`src/rtl/acq_pkg.sv`:
```
// Package: shared constants for the acquisition sequencer.
// Assumes an 8-bit command byte with fixed trigger and task field positions.
package acq_pkg;
    localparam int CMD_W       = 8;
    localparam int TASK_W      = 3;
    localparam int BIT_CLK_TRG = 7;
    localparam int BIT_LEV_TRG = 6;
    localparam logic [TASK_W-1:0] TASK_NULL  = 3'b000;
    localparam logic [TASK_W-1:0] TASK_RESET = 3'b111;
endpackage

```
`src/rtl/acq_cmd_decode.sv`:
```
// Module: acq_cmd_decode
// Turns a command register write into start and abort strobes for the two
// sequencers. It also registers the task field.
// Assumes that reserved bits 5:3 carry no meaning and are ignored.
module acq_cmd_decode
    import acq_pkg::*;
(
    input  logic              clk,
    input  logic              rst_n,
    input  logic              wr_en,
    input  logic [CMD_W-1:0]  wr_data,
    input  logic              tx_mode,
    output logic              bw_start,
    output logic              lev_start,
    output logic              abort,
    output logic [TASK_W-1:0] task_code,
    output logic              task_go
);
    logic [TASK_W-1:0] task_field;
    logic              rx_ok;

    // Decode the write into start and abort strobes, with no register in between.
    always_comb begin
        task_field = wr_data[TASK_W-1:0];
        abort      = wr_en && (task_field == TASK_RESET);
        rx_ok      = wr_en && !tx_mode && !abort;
        bw_start   = rx_ok && wr_data[BIT_CLK_TRG];
        lev_start  = rx_ok && wr_data[BIT_LEV_TRG];
    end

    // Capture the task field and pulse task_go for a non-null task.
    always_ff @(posedge clk) begin
        if (!rst_n) begin
            task_code <= '0;
            task_go   <= 1'b0;
        end else begin
            task_go <= wr_en && (task_field != TASK_NULL);
            if (wr_en) begin
                task_code <= task_field;
            end
        end
    end
endmodule

```
`src/rtl/acq_stepper.sv`:
```
// Module: acq_stepper
// A single acquisition sequence. On start it jumps to code 0, the most
// aggressive setting. It then raises the code by one every TICKS_PER_STEP bit
// ticks until the code meets the normal setting. While idle, the code follows
// the normal setting.
// Assumes that start and abort are never high together (the decoder
// guarantees this).
module acq_stepper #(
    parameter int CODE_W         = 2,
    parameter int TICKS_PER_STEP = 4
) (
    input  logic              clk,
    input  logic              rst_n,
    input  logic              start,
    input  logic              abort,
    input  logic              bit_tick,
    input  logic [CODE_W-1:0] normal,
    output logic [CODE_W-1:0] sel,
    output logic              busy
);
    localparam int CNT_W = (TICKS_PER_STEP > 1) ? $clog2(TICKS_PER_STEP) : 1;
    localparam logic [CNT_W-1:0] CNT_LAST = CNT_W'(TICKS_PER_STEP - 1);

    logic [CNT_W-1:0] tick_cnt;

    // Run the step sequence: restart on start, finish at normal, otherwise follow normal.
    always_ff @(posedge clk) begin
        if (!rst_n || abort) begin
            busy     <= 1'b0;
            sel      <= normal;
            tick_cnt <= '0;
        end else if (start) begin
            busy     <= 1'b1;
            sel      <= '0;
            tick_cnt <= '0;
        end else if (busy) begin
            if (sel >= normal) begin
                busy <= 1'b0;
                sel  <= normal;
            end else if (bit_tick) begin
                if (tick_cnt == CNT_LAST) begin
                    tick_cnt <= '0;
                    sel      <= sel + CODE_W'(1);
                end else begin
                    tick_cnt <= tick_cnt + CNT_W'(1);
                end
            end
        end else begin
            sel      <= normal;
            tick_cnt <= '0;
        end
    end
endmodule

```
`src/rtl/acq_sequencer.sv`:
```
// Module: acq_sequencer (top)
// Command register front end with two independent acquisition sequencers:
// one for the bit-timing loop bandwidth and one for the level measurement
// response time.
// Assumes that bit_tick is a one-clock pulse in the clk domain.
module acq_sequencer
    import acq_pkg::*;
#(
    parameter int CODE_W         = 2,
    parameter int TICKS_PER_STEP = 4
) (
    input  logic              clk,
    input  logic              rst_n,
    input  logic              wr_en,
    input  logic [7:0]        wr_data,
    input  logic              tx_mode,
    input  logic              bit_tick,
    input  logic [CODE_W-1:0] bw_normal,
    input  logic [CODE_W-1:0] lev_normal,
    output logic [CODE_W-1:0] bw_sel,
    output logic [CODE_W-1:0] lev_sel,
    output logic              bw_busy,
    output logic              lev_busy,
    output logic [2:0]        task_code,
    output logic              task_go
);
    localparam int NSEQ = 2;

    logic              bw_start, lev_start, abort;
    logic [NSEQ-1:0]   starts, busys;
    logic [CODE_W-1:0] normals [NSEQ];
    logic [CODE_W-1:0] sels    [NSEQ];

    acq_cmd_decode u_dec (
        .clk       (clk),
        .rst_n     (rst_n),
        .wr_en     (wr_en),
        .wr_data   (wr_data),
        .tx_mode   (tx_mode),
        .bw_start  (bw_start),
        .lev_start (lev_start),
        .abort     (abort),
        .task_code (task_code),
        .task_go   (task_go)
    );

    // Gather the per-sequence inputs into arrays for the generate loop.
    always_comb begin
        starts     = {lev_start, bw_start};
        normals[0] = bw_normal;
        normals[1] = lev_normal;
    end

    for (genvar g = 0; g < NSEQ; g++) begin : g_seq
        acq_stepper #(
            .CODE_W         (CODE_W),
            .TICKS_PER_STEP (TICKS_PER_STEP)
        ) u_step (
            .clk      (clk),
            .rst_n    (rst_n),
            .start    (starts[g]),
            .abort    (abort),
            .bit_tick (bit_tick),
            .normal   (normals[g]),
            .sel      (sels[g]),
            .busy     (busys[g])
        );
    end

    // Map the sequencer outputs onto the named ports.
    always_comb begin
        bw_sel   = sels[0];
        lev_sel  = sels[1];
        bw_busy  = busys[0];
        lev_busy = busys[1];
    end
endmodule

```
`config.mk`:
```
export PLATFORM = sky130hd
export DESIGN_NAME = acq_sequencer
export DESIGN_NICKNAME = d
export VERILOG_FILES = /design/src/rtl/acq_pkg.sv /design/src/rtl/acq_cmd_decode.sv /design/src/rtl/acq_stepper.sv /design/src/rtl/acq_sequencer.sv
export SDC_FILE = /design/constraint.sdc
export NUM_CORES = 1
export LEC_CHECK = 0
export BUFFER_PORTS_ARGS = -buffer_cell sky130_fd_sc_hd__buf_2
export CAP_MARGIN = 20
export CORE_UTILIZATION = 49
export DETAILED_ROUTE_END_ITERATION = 8
export PLACE_DENSITY_LB_ADDON = 0.25
export SYNTH_ARGS = -nofsm -noshare
export SYNTH_HDL_FRONTEND = slang
export SYNTH_HIERARCHICAL = 1
export SYNTH_SLANG_ARGS = --single-unit
```
`constraint.sdc`:
```
create_clock -name clk -period 2 [get_ports clk]
set_clock_uncertainty 0.2 [all_clocks]
set_input_delay 0.4 -clock clk [delete_from_list [all_inputs] [get_ports clk]]
set_output_delay 0.4 -clock clk [all_outputs]
set_load 0.01 [all_outputs]
```
==> results.toml <==
[floorplanning]
dieArea_um2 = 1950
die_y_um = 44.2
rows = 14
core_um2 = 1580
initial_core_util = 0.552
io_pins = 27
die_x_um = 44.2

[grt]
grt_pass1_vias = 678
grt_pass1_wl_um = 2570
grt_max_degree = 9
grt_use_total = 0.180
antenna_found_initial = 0
grt_overflow = 0

[yosys]
synth_edf_count = 4
seq_area_frac_synth = 0.368
avgSynthCellArea_um2 = 9.90
synth_cells = 88
synth-seq-cells = 14
netlist.top_cell.by_area = "dfxtp_1"
synth_area_leaders = "dfxtp_1, edfxtp_1, ha_1"
syn_area_um2 = 871
async_flop_share = 0
synthTopCellsByCount = "nor2_1, dfxtp_1, mux2i_1"
yosysMostFrequentCell = "nor2_1"
synth-main-ff-cell = "dfxtp_1"
synth_cell_types = 23
yosys_warnings = 6
syn-num-nets = 111
yosysTopAreaCellShare = 0.230

[flow_run]
drv_cap = 0

[critical_path]
cp_max_fo = 4
rr_startpoint = "g_seq[0].u_step/sel[0]$_DFFE_PP_"
cpPeakStageDelay_ns = 0.46
critPathKind = "reg2reg"
crit_required_ns = 1.84
worstReg2RegEnd = "g_seq[0].u_step/sel[0]$_DFFE_PP_"
critPathCaptureType = "register"
crit_chain = "inv_1, ha_1, nand2b_4, a21oi_2, nor3b_1, a221o_2"
cp.arrival_ns = 1.71
r2r_setup_slack_ns = 0.13
crit_slowest_cell = "edfxtp_1"
startpoint_type = "register"
ff2ff_path_depth = 6

[layout]
drive_gt1_frac = 0.383
areaGrowthSynthToFinish_pct = 22.4
fin_cells = 136
antenna_cells = 0
seqCellArea_um2 = 320
fillers = 134
nets = 144
multi_input_area_um2 = 520

[sta]
fin_hold_ws_ns = 0.192
rsz0062_at_grt = "false"
period_needed_ns = 1.87
fmax_mhz = 533
setup_tns_ns = 0
worstMarginPinSlew_ns = 0.284
min_period_over_period = 0.937
maxSlewHeadroom = 0.808
setup_slack_ns = 0.125
setup_viol = 0
maxSlewViolCount = 0
hold_violations = 0

[run_status]
outcome = "complete, but fails checks"
violations = "DRC"

[clocking]
cts_buffers = 3
hold_buffers = 0
clk_latency_ns = 0.28
tritoncts = "built"
ctsResizeCount = 0
clk_pin_slew_ns = 0.09
cts_buffer_depth = 2
cts_root_buf = "clkbuf_4"
post-cts-setup-buffers = 0
htreeDepth = 1
cts.sinks = 14

[hold_path]
worstHoldPathCells = 2
hold_start = "wr_data[1]"
worstHoldEndpoint = "u_dec/task_go$_SDFF_PN0_"
min_path_type = "in2reg"

[drt]
wirelength_um = 1590
vias = 749
drc = 1
postRouteAntennaNets = 0
vias_per_cell = 5.51
drt_iter0_drc = 22
routedWlPerCell_um = 11.7
dr.pass1.iters = 8

[pwr]
vdd_ir_drop_max_mv = 0.377
power.density_nw_per_um2 = 593
switching_share = 0.278
power.total_mw = 0.632
clock_power_share = 0.264
leakagePower_nw = 0.496
cell_internal_pwr_mw = 0.457
power_frac_comb = 0.234
p_sw_mw = 0.175
seqPwrFrac = 0.502

[placed_design]
dpl_worst_slack_ns = 0.0459
routabilityCongestion = 0.808
port_buffers = 23
dp.final_hpwl_um = 1280
dp_cells = 132
-- kinds of logic (layout without fill, tap and decap cells) --
| logic type | after synthesis | after routing | share of synthesized area |
|---|---|---|---|
| AND/OR/NAND/NOR | 40 | 40 | 0.289 |
| buffers and inverters | 6 | 38 | 0.0345 |
| AO/OA/AOI/OAI | 13 | 13 | 0.122 |
| multiplexers | 7 | 7 | 0.0805 |
| adder cells (fa/ha/maj) | 6 | 6 | 0.0862 |
| XOR/XNOR | 2 | 2 | 0.0201 |
| flip-flops | 14 | 14 | 0.368 |
-- worst max path at each step --
stage | endpoint | cells past startpoint | start | slack (ns)
after global placement | g_seq[0].u_step/sel[0]$_DFFE_PP_ | 6 | wr_en | 0.06
after CTS | g_seq[0].u_step/sel[0]$_DFFE_PP_ | 6 | g_seq[0].u_step/sel[0]$_DFFE_PP_ | 0.12
final | g_seq[0].u_step/sel[0]$_DFFE_PP_ | 6 | g_seq[0].u_step/sel[0]$_DFFE_PP_ | 0.13
after detailed placement | g_seq[0].u_step/sel[0]$_DFFE_PP_ | 6 | wr_en | 0.05
after global routing | g_seq[0].u_step/sel[0]$_DFFE_PP_ | 6 | g_seq[0].u_step/sel[0]$_DFFE_PP_ | 0.02
after floorplan | g_seq[0].u_step/sel[0]$_DFFE_PP_ | 6 | g_seq[0].u_step/sel[0]$_DFFE_PP_ | 0.11
-- per-layer routing --
metal / share of wire / up-vias / global-route usage
li1: - / 374 / -
met1: 0.47 / 357 / 0.197
met2: 0.49 / 18 / 0.318
met3: 0.042 / 0 / 0.0694
met4: 0 / 0 / 0.0606
met5: 0 / - / 0
-- per-stage QoR --
step	utilization	area [µm²]
detailed placement	0.660	1040
global route	0.676	1070
finish	0.676	1070
CTS	0.676	1070
global placement	0.660	1040
floorplan	-	871
-- cell type report --
type / instances / area share
clock buffers: 3 / 0.0211
inverters: 5 / 0.0176
clock inverters: 1 / 0.00352
repair buffers: 29 / 0.150
well taps: 16 / 0.0188
multi-input cells: 68 / 0.488
flip-flops and latches: 14 / 0.300
-- worst max-delay path, delay by kind of cell, from the launching register on --
family,cells,cell delay [ns]
buffers and inverters,1,0.09
adder cells (fa/ha/maj),1,0.22
AND/OR/NAND/NOR,2,0.22
flip-flops,1,0.46
AO/OA/AOI/OAI,2,0.45
-- power by group through the flow --
stage | clock [mW] | combinational, mW | sequential, mW
2_1_floorplan | 0 | 0.0892 | 0.330
3_3_place_gp | 0 | 0.143 | 0.323
3_5_place_dp | 0 | 0.147 | 0.324
4_1_cts | 0.172 | 0.148 | 0.317
5_1_grt | 0.191 | 0.163 | 0.319
6_report | 0.167 | 0.148 | 0.317
-- placed cells by master, fill, tap and decap left out --
cell and n:
a221o_2 2, xnor2_1 2, buf_2 23, ha_1 6, o311ai_0 2, buf_4 6, nand2_1 6, inv_1 5
clkinv_1 1, nor3b_1 2, or3b_4 2, nor2b_1 3, nor2_1 11, nand2b_4 4, a21oi_1 4, a21oi_2 4
nor3_1 4, nand2b_1 4, edfxtp_1 4, clkbuf_4 3, mux2i_1 7, nor2b_4 1, and3_1 2, nand3_1 1
dfxtp_1 10, o311a_2 1
-- flip-flops by register name, indices dropped and copies added, names as in the netlist --
name / cells
u_dec/task_code: 3
g_seq.u_step/sel: 4
u_dec/task_go: 1
g_seq.u_step/tick_cnt: 4
g_seq.u_step/busy: 2
Power figures use the tool's default switching activity.
